[config.mk]
export PLATFORM = sky130hd
export DESIGN_NAME = mode_filt_ovf_ctr
export DESIGN_NICKNAME = d
export VERILOG_FILES = /design/src/rtl/ctr_pkg.sv /design/src/rtl/ctr_mode_gate.sv /design/src/rtl/ctr_step.sv /design/src/rtl/ctr_ovf_ctl.sv /design/src/rtl/mode_filt_ovf_ctr.sv
export SDC_FILE = /design/constraint.sdc
export NUM_CORES = 1
export LEC_CHECK = 0
export BUFFER_PORTS_ARGS = -buffer_cell sky130_fd_sc_hd__buf_4
export CORE_UTILIZATION = 55
export DETAILED_ROUTE_END_ITERATION = 12
export PLACE_DENSITY = 0.82
export RECOVER_POWER = 100
export SKIP_LAST_GASP = 1
export SLEW_MARGIN = 20
export SYNTH_ARGS = -nofsm -noshare
export SYNTH_HDL_FRONTEND = slang
export SYNTH_SLANG_ARGS = --single-unit
[constraint.sdc]
create_clock -name clk -period 8.5 [get_ports clk]
set_clock_uncertainty 0.2 [all_clocks]
set_input_delay 0.425 -clock clk [delete_from_list [all_inputs] [get_ports clk]]
set_output_delay 0.425 -clock clk [all_outputs]
set_load 0.01 [all_outputs]
[src/rtl/ctr_pkg.sv]
package ctr_pkg;
  typedef enum logic [1:0] {
    PRIV_U   = 2'b00,
    PRIV_S   = 2'b01,
    PRIV_RSV = 2'b10,
    PRIV_M   = 2'b11
  } priv_e;

  localparam int CTL_W      = 6;
  localparam int BIT_INH_VU = 0;
  localparam int BIT_INH_VS = 1;
  localparam int BIT_INH_U  = 2;
  localparam int BIT_INH_S  = 3;
  localparam int BIT_INH_M  = 4;
  localparam int BIT_OVF    = 5;
endpackage

[src/rtl/ctr_mode_gate.sv]
module ctr_mode_gate
  import ctr_pkg::*;
(
  input  logic [1:0]       priv_mode,
  input  logic             virt_on,
  input  logic [CTL_W-1:0] ctl,
  output logic             blocked
);
  always_comb begin
    unique case (priv_e'(priv_mode))
      PRIV_M:  blocked = ctl[BIT_INH_M];
      PRIV_S:  blocked = virt_on ? ctl[BIT_INH_VS] : ctl[BIT_INH_S];
      PRIV_U:  blocked = virt_on ? ctl[BIT_INH_VU] : ctl[BIT_INH_U];
      default: blocked = 1'b1;
    endcase
  end
endmodule

[src/rtl/ctr_step.sv]
module ctr_step #(
  parameter int HALF_W = 32
) (
  input  logic [2*HALF_W-1:0] cur,
  input  logic                view32,
  output logic [2*HALF_W-1:0] nxt,
  output logic                wrap
);
  localparam int FULL_W = 2 * HALF_W;

  logic [HALF_W-1:0] lo, hi;
  logic              lo_sat, hi_sat;

  assign lo     = cur[HALF_W-1:0];
  assign hi     = cur[FULL_W-1:HALF_W];
  assign lo_sat = &lo;
  assign hi_sat = &hi;
  assign wrap   = lo_sat & hi_sat;

  always_comb begin
    if (wrap) begin
      nxt = '0;
    end else if (!view32) begin
      nxt = cur + FULL_W'(1);
    end else if (lo_sat) begin
      nxt = {hi + HALF_W'(1), lo};
    end else begin
      nxt = {hi, lo + HALF_W'(1)};
    end
  end
endmodule

[src/rtl/ctr_ovf_ctl.sv]
module ctr_ovf_ctl
  import ctr_pkg::*;
(
  input  logic             clk,
  input  logic             rst,
  input  logic             ctl_wr_en,
  input  logic [CTL_W-1:0] ctl_wr_data,
  input  logic             wrap_evt,
  output logic [CTL_W-1:0] ctl_q,
  output logic             irq_set
);
  logic [CTL_W-1:0] ctl_nxt;

  always_comb begin
    ctl_nxt = ctl_wr_en ? ctl_wr_data : ctl_q;
    if (wrap_evt) ctl_nxt[BIT_OVF] = 1'b1;
  end

  always_ff @(posedge clk) begin
    if (rst) begin
      ctl_q   <= '0;
      irq_set <= 1'b0;
    end else begin
      ctl_q   <= ctl_nxt;
      irq_set <= wrap_evt & ~ctl_q[BIT_OVF];
    end
  end
endmodule

[src/rtl/mode_filt_ovf_ctr.sv]
module mode_filt_ovf_ctr
  import ctr_pkg::*;
#(
  parameter int HALF_W = 32
) (
  input  logic                clk,
  input  logic                rst,
  input  logic                evt_pulse,
  input  logic [1:0]          priv_mode,
  input  logic                virt_on,
  input  logic                glob_inhibit,
  input  logic                ctr_present,
  input  logic                view32,
  input  logic                ctl_wr_en,
  input  logic [CTL_W-1:0]    ctl_wr_data,
  input  logic                cnt_wr_lo,
  input  logic                cnt_wr_hi,
  input  logic [HALF_W-1:0]   cnt_wr_data,
  output logic [2*HALF_W-1:0] cnt_q,
  output logic [CTL_W-1:0]    ctl_q,
  output logic                ovf_flag,
  output logic                ovf_irq_set
);
  localparam int FULL_W = 2 * HALF_W;

  logic              mode_blocked;
  logic              inc;
  logic              step_wrap;
  logic [FULL_W-1:0] step_nxt;

  ctr_mode_gate u_gate (
    .priv_mode (priv_mode),
    .virt_on   (virt_on),
    .ctl       (ctl_q),
    .blocked   (mode_blocked)
  );

  ctr_step #(.HALF_W(HALF_W)) u_step (
    .cur    (cnt_q),
    .view32 (view32),
    .nxt    (step_nxt),
    .wrap   (step_wrap)
  );

  assign inc = evt_pulse & ctr_present & ~glob_inhibit & ~mode_blocked
             & ~cnt_wr_lo & ~cnt_wr_hi;

  ctr_ovf_ctl u_ovf (
    .clk         (clk),
    .rst         (rst),
    .ctl_wr_en   (ctl_wr_en),
    .ctl_wr_data (ctl_wr_data),
    .wrap_evt    (inc & step_wrap),
    .ctl_q       (ctl_q),
    .irq_set     (ovf_irq_set)
  );

  always_ff @(posedge clk) begin
    if (rst) begin
      cnt_q <= '0;
    end else if (cnt_wr_lo || cnt_wr_hi) begin
      if (cnt_wr_lo) cnt_q[HALF_W-1:0]      <= cnt_wr_data;
      if (cnt_wr_hi) cnt_q[FULL_W-1:HALF_W] <= cnt_wr_data;
    end else if (inc) begin
      cnt_q <= step_nxt;
    end
  end

  assign ovf_flag = ctl_q[BIT_OVF];
endmodule

==> summary by stage <==
Synth
The leading register cell type out of synthesis is sky130_fd_sc_hd__dfxtp_1. The post-synthesis cell type count is 68. The Yosys step of the flow raised 0 warnings. The number of enable flip-flop cells after synthesis is 0. A synthesized cell averages 7.383 sq um. The number of storage elements in the synthesis netlist is 71. Of the synthesized area, sequential elements account for 0.2975. The proportion of synthesized flip-flops having asynchronous set or reset is 0. The count of mapped cells out of synthesis is 647. The summed instance area of the synthesized netlist is 4777 sq um. The post-synth net total is 699.

Finish
The number of antenna diodes is 0. Registers take 1421 sq um. In the final layout, the multi-input gates occupy 3042 sq um. The number of fillers in the final layout is 768. The share of final-layout standard cells stronger than drive strength 1 is 0.1203.

The count of nets after finishing is 795. Summing all non-filler instances in the final layout gives an area of 5575 sq um. The signed area change from the synthesized netlist to the final layout is 16.71%.

Clock tree
The clock latency on the worst-skew pair is 0.36 ns. After clock tree synthesis, the flow added hold-fix buffers numbering 0. The H-tree was split into 3 levels. The clock input transition at the sequential cells of the worst setup and hold paths is 0.08 ns. The number of buffers created by CTS is 9. The post-CTS resize count is 0. The tree is rooted in a sky130_fd_sc_hd__clkbuf_8. The number of buffers added for setup after CTS is 0. The longest clock path from root to sink contains 2 buffers.

Clock tree synthesis found a total of 71 sinks. TritonCTS built the clock tree.

STA
Subtracting the final worst setup slack from the clock period gives 5.009 ns. In this run the tightest slew margin relative to its limit is -0.8858. The final hold violation count is 0. The transition time at the pin with the least slew margin is 2.829 ns. The setup violation total in the final timing report is 0. Setup repair after global routing left no endpoint under its margin. The total negative setup slack is 0 ns. The max-slew violation total from the final report is 132.

Dividing the final minimum period by the clock period gives 0.5892. The worst setup margin is 3.491 ns. The fmax is 0.1997 GHz.

GRT
The initial antenna violation count is 0. The global-route congestion overflow total is 0. Entering global routing, the biggest net connects 64 pins. Across every metal layer, demand over resource in global routing totals 0.3929. The first-pass GRT wire length is 27190 microns. The number of global-route vias before repair came to 5141.

Placement
The HPWL after detailed placement is 12650 microns. The post-placement cell area is 5657 sq um. The count of input and output buffers is 121. The worst setup timing slack at the placement stage is 4.873 ns. The final weighted congestion of routability-driven global placement is 0.9560.

Pwr
The clock network power share is 0.363. The power per cell area is 153.8 nW/um^2. The net switching component of the power is 0.0002768 W. Summed over all cells, the static leakage comes to 1.905 nW. VDD sags by at most 0.08353 mV. The overall power of the completed layout is 0.0008575 W. The sequential share of power is 0.454.

The total internal power is 0.0005806 W. The logic gate share of total power is 0.183. The switching power as a share of total power is 0.3229.

Critical path
STA classifies the critical path endpoint as a flip-flop. The data required time at the worst endpoint is 8.44 ns. The nature of the critical path startpoint is a flip-flop.

The category of the most critical setup path is flip-flop to flip-flop. The startpoint of the worst register-to-register path is cnt_q[32]. The reg-to-reg endpoint is cnt_q[15]. The setup slack on the worst flop-to-flop path is 3.49 ns. The cell count of the worst reg-to-reg path is 9. At the worst endpoint, the arrival time is 4.95 ns.

The maximum net fanout on the critical path is 44.

Detailed routing
The count of nets left with antenna violations once routing finished came out at 0. The count of TritonRoute iterations in the first routing pass is 5. Summed over all layers, the routed wires come to 17910 microns.

The routed layout has 5829 vias. The number of remaining DRC errors is 0. The first-iteration detailed-routing DRC count is 702.

Dividing the detail-routed via count by the number of cells gives 6.834. The per-cell routed wire length is 21.00 microns.

Hold path
For hold timing, the worst endpoint is u_ovf.ctl_q[4]. The hold path depth is 3. The startpoint of the most critical hold path is ctl_wr_data[4].

The type of the worst min-delay path is primary input to flip-flop.

Run status
The checks that failed: capacitance limit, slew limit. The flow ran to the end, but the final reports show violations.

Job
Max-cap violations in this run came to 3.

Floorplan
The number of top-level pins is 122. The die is 95.20 microns wide. The die is 95.20 microns tall. Row generation in the floorplan step produced 33 rows. The initial cell density of the core is 0.5756. The overall die area is 9062 sq um. The core area is 8299 sq um.
-- metal layers --
layer | share of wire | global-route usage
met1 | 0.38 | 0.5093
met2 | 0.45 | 0.5929
met3 | 0.11 | 0.07018
met4 | 0.057 | 0.2614
met5 | 0 | 0
-- stage by stage --
step | utilization | std cells | hold WS, ns
5_1_grt | 0.6718 | 853 | 0.1186
6_report | 0.6718 | 853 | 0.1016
4_1_cts | 0.7080 | 853 | 0.1108
2_1_floorplan | - | 647 | 0.3070
3_5_place_dp | 0.6816 | 837 | 0.2777
3_3_place_gp | 0.6816 | 837 | 0.2651
-- power groups by stage --
stage / combinational, W / sequential, W / clock (W)
after floorplan: 0.0000857 / 0.000395 / 0
after CTS: 0.000170 / 0.000388 / 0.000312
after global placement: 0.000166 / 0.000393 / 0
after global routing: 0.000169 / 0.000392 / 0.000324
final: 0.000157 / 0.000389 / 0.000312
after detailed placement: 0.000169 / 0.000395 / 0
-- cell usage after synthesis, drive strengths merged, types with 4 or more instances --
library cell	instances	area share
a31o	6	0.011
a32oi	4	0.0073
a32o	5	0.010
nand4	26	0.035
buf	19	0.025
and2	6	0.0079
or2	6	0.0079
a31oi	7	0.0092
o32ai	16	0.032
or4	8	0.013
a22oi	16	0.025
nor4	9	0.016
o31ai	18	0.028
o21ai	49	0.051
dfxtp	71	0.30
nor3	16	0.017
nand3	40	0.044
o31a	5	0.0092
inv	21	0.017
nand2	81	0.064
nor2b	6	0.0079
o211ai	4	0.0073
nor2	58	0.046
mux2i	8	0.017
and4	9	0.017
and3	11	0.014
clkbuf	24	0.019
a211oi	6	0.010
a221oi	4	0.0073
a21oi	45	0.048
o41ai	5	0.0092
-- layout make-up --
type                            instances  area share
Sequential cell                        71      0.2549
Clock buffer                            9     0.02222
Tap cell                              105     0.02356
Inverter                               21     0.01414
Timing Repair Buffer                  128      0.1225
Clock inverter                          7     0.01706
Multi-Input combinational cell        512      0.5456
-- state kept, by name (all words and copies together), names as in the netlist --
| signal | flops |
|---|---|
| cnt_q | 64 |
| u_ovf.irq_set | 1 |
| u_ovf.ctl_q | 6 |
-- placed cells by master, fill, tap and decap left out, types with 7 or more instances in the layout --
cell type                  instances
sky130_fd_sc_hd__inv_1            21
sky130_fd_sc_hd__o32ai_1          14
sky130_fd_sc_hd__nand2_1          81
sky130_fd_sc_hd__nor3_1           16
sky130_fd_sc_hd__buf_4            54
sky130_fd_sc_hd__mux2i_1           8
sky130_fd_sc_hd__a22oi_1          16
sky130_fd_sc_hd__a21oi_1          45
sky130_fd_sc_hd__clkbuf_8          9
sky130_fd_sc_hd__nand4_1          25
sky130_fd_sc_hd__clkbuf_1         74
sky130_fd_sc_hd__a31oi_1           7
sky130_fd_sc_hd__and4_1            9
sky130_fd_sc_hd__or4_1             8
sky130_fd_sc_hd__o31ai_1          18
sky130_fd_sc_hd__nor2_1           58
sky130_fd_sc_hd__o21ai_0          48
sky130_fd_sc_hd__nor4_1            8
sky130_fd_sc_hd__and3_1           11
sky130_fd_sc_hd__nand3_1          38
sky130_fd_sc_hd__dfxtp_1          71
-- worst max-delay path by stage --
stage	from	slack, ns	end
2_1_floorplan	cnt_q[32]	5.65	cnt_q[46]
5_1_grt	cnt_q[32]	3.17	cnt_q[3]
6_report	cnt_q[32]	3.49	cnt_q[15]
3_3_place_gp	cnt_q[32]	4.96	cnt_q[31]
3_5_place_dp	cnt_q[32]	4.87	cnt_q[9]
4_1_cts	cnt_q[32]	4.85	cnt_q[48]
-- worst max-delay path, cell delays in order, from the launching register on --
cell and delay [ns]:
sky130_fd_sc_hd__dfxtp_1 0.48, sky130_fd_sc_hd__ha_1 0.28, sky130_fd_sc_hd__nand3_1 0.18, sky130_fd_sc_hd__or4_1 0.57, sky130_fd_sc_hd__nor4_1 0.83, sky130_fd_sc_hd__o32a_1 0.26
sky130_fd_sc_hd__clkbuf_1 1.34, sky130_fd_sc_hd__o21ai_0 0.32, sky130_fd_sc_hd__a22oi_1 0.24, sky130_fd_sc_hd__nor2_1 0.06
-- kinds of logic after synthesis --
| kind of cell | share of synthesized area |
|---|---|
| flops | 0.2975 |
| xor+xnor | 0.005501 |
| mux | 0.01676 |
| fa+ha+maj | 0.005238 |
| compound gates | 0.3099 |
| simple gates | 0.3041 |
| buf+inv | 0.06102 |
No activity file was read; power rests on OpenSTA's default activity.
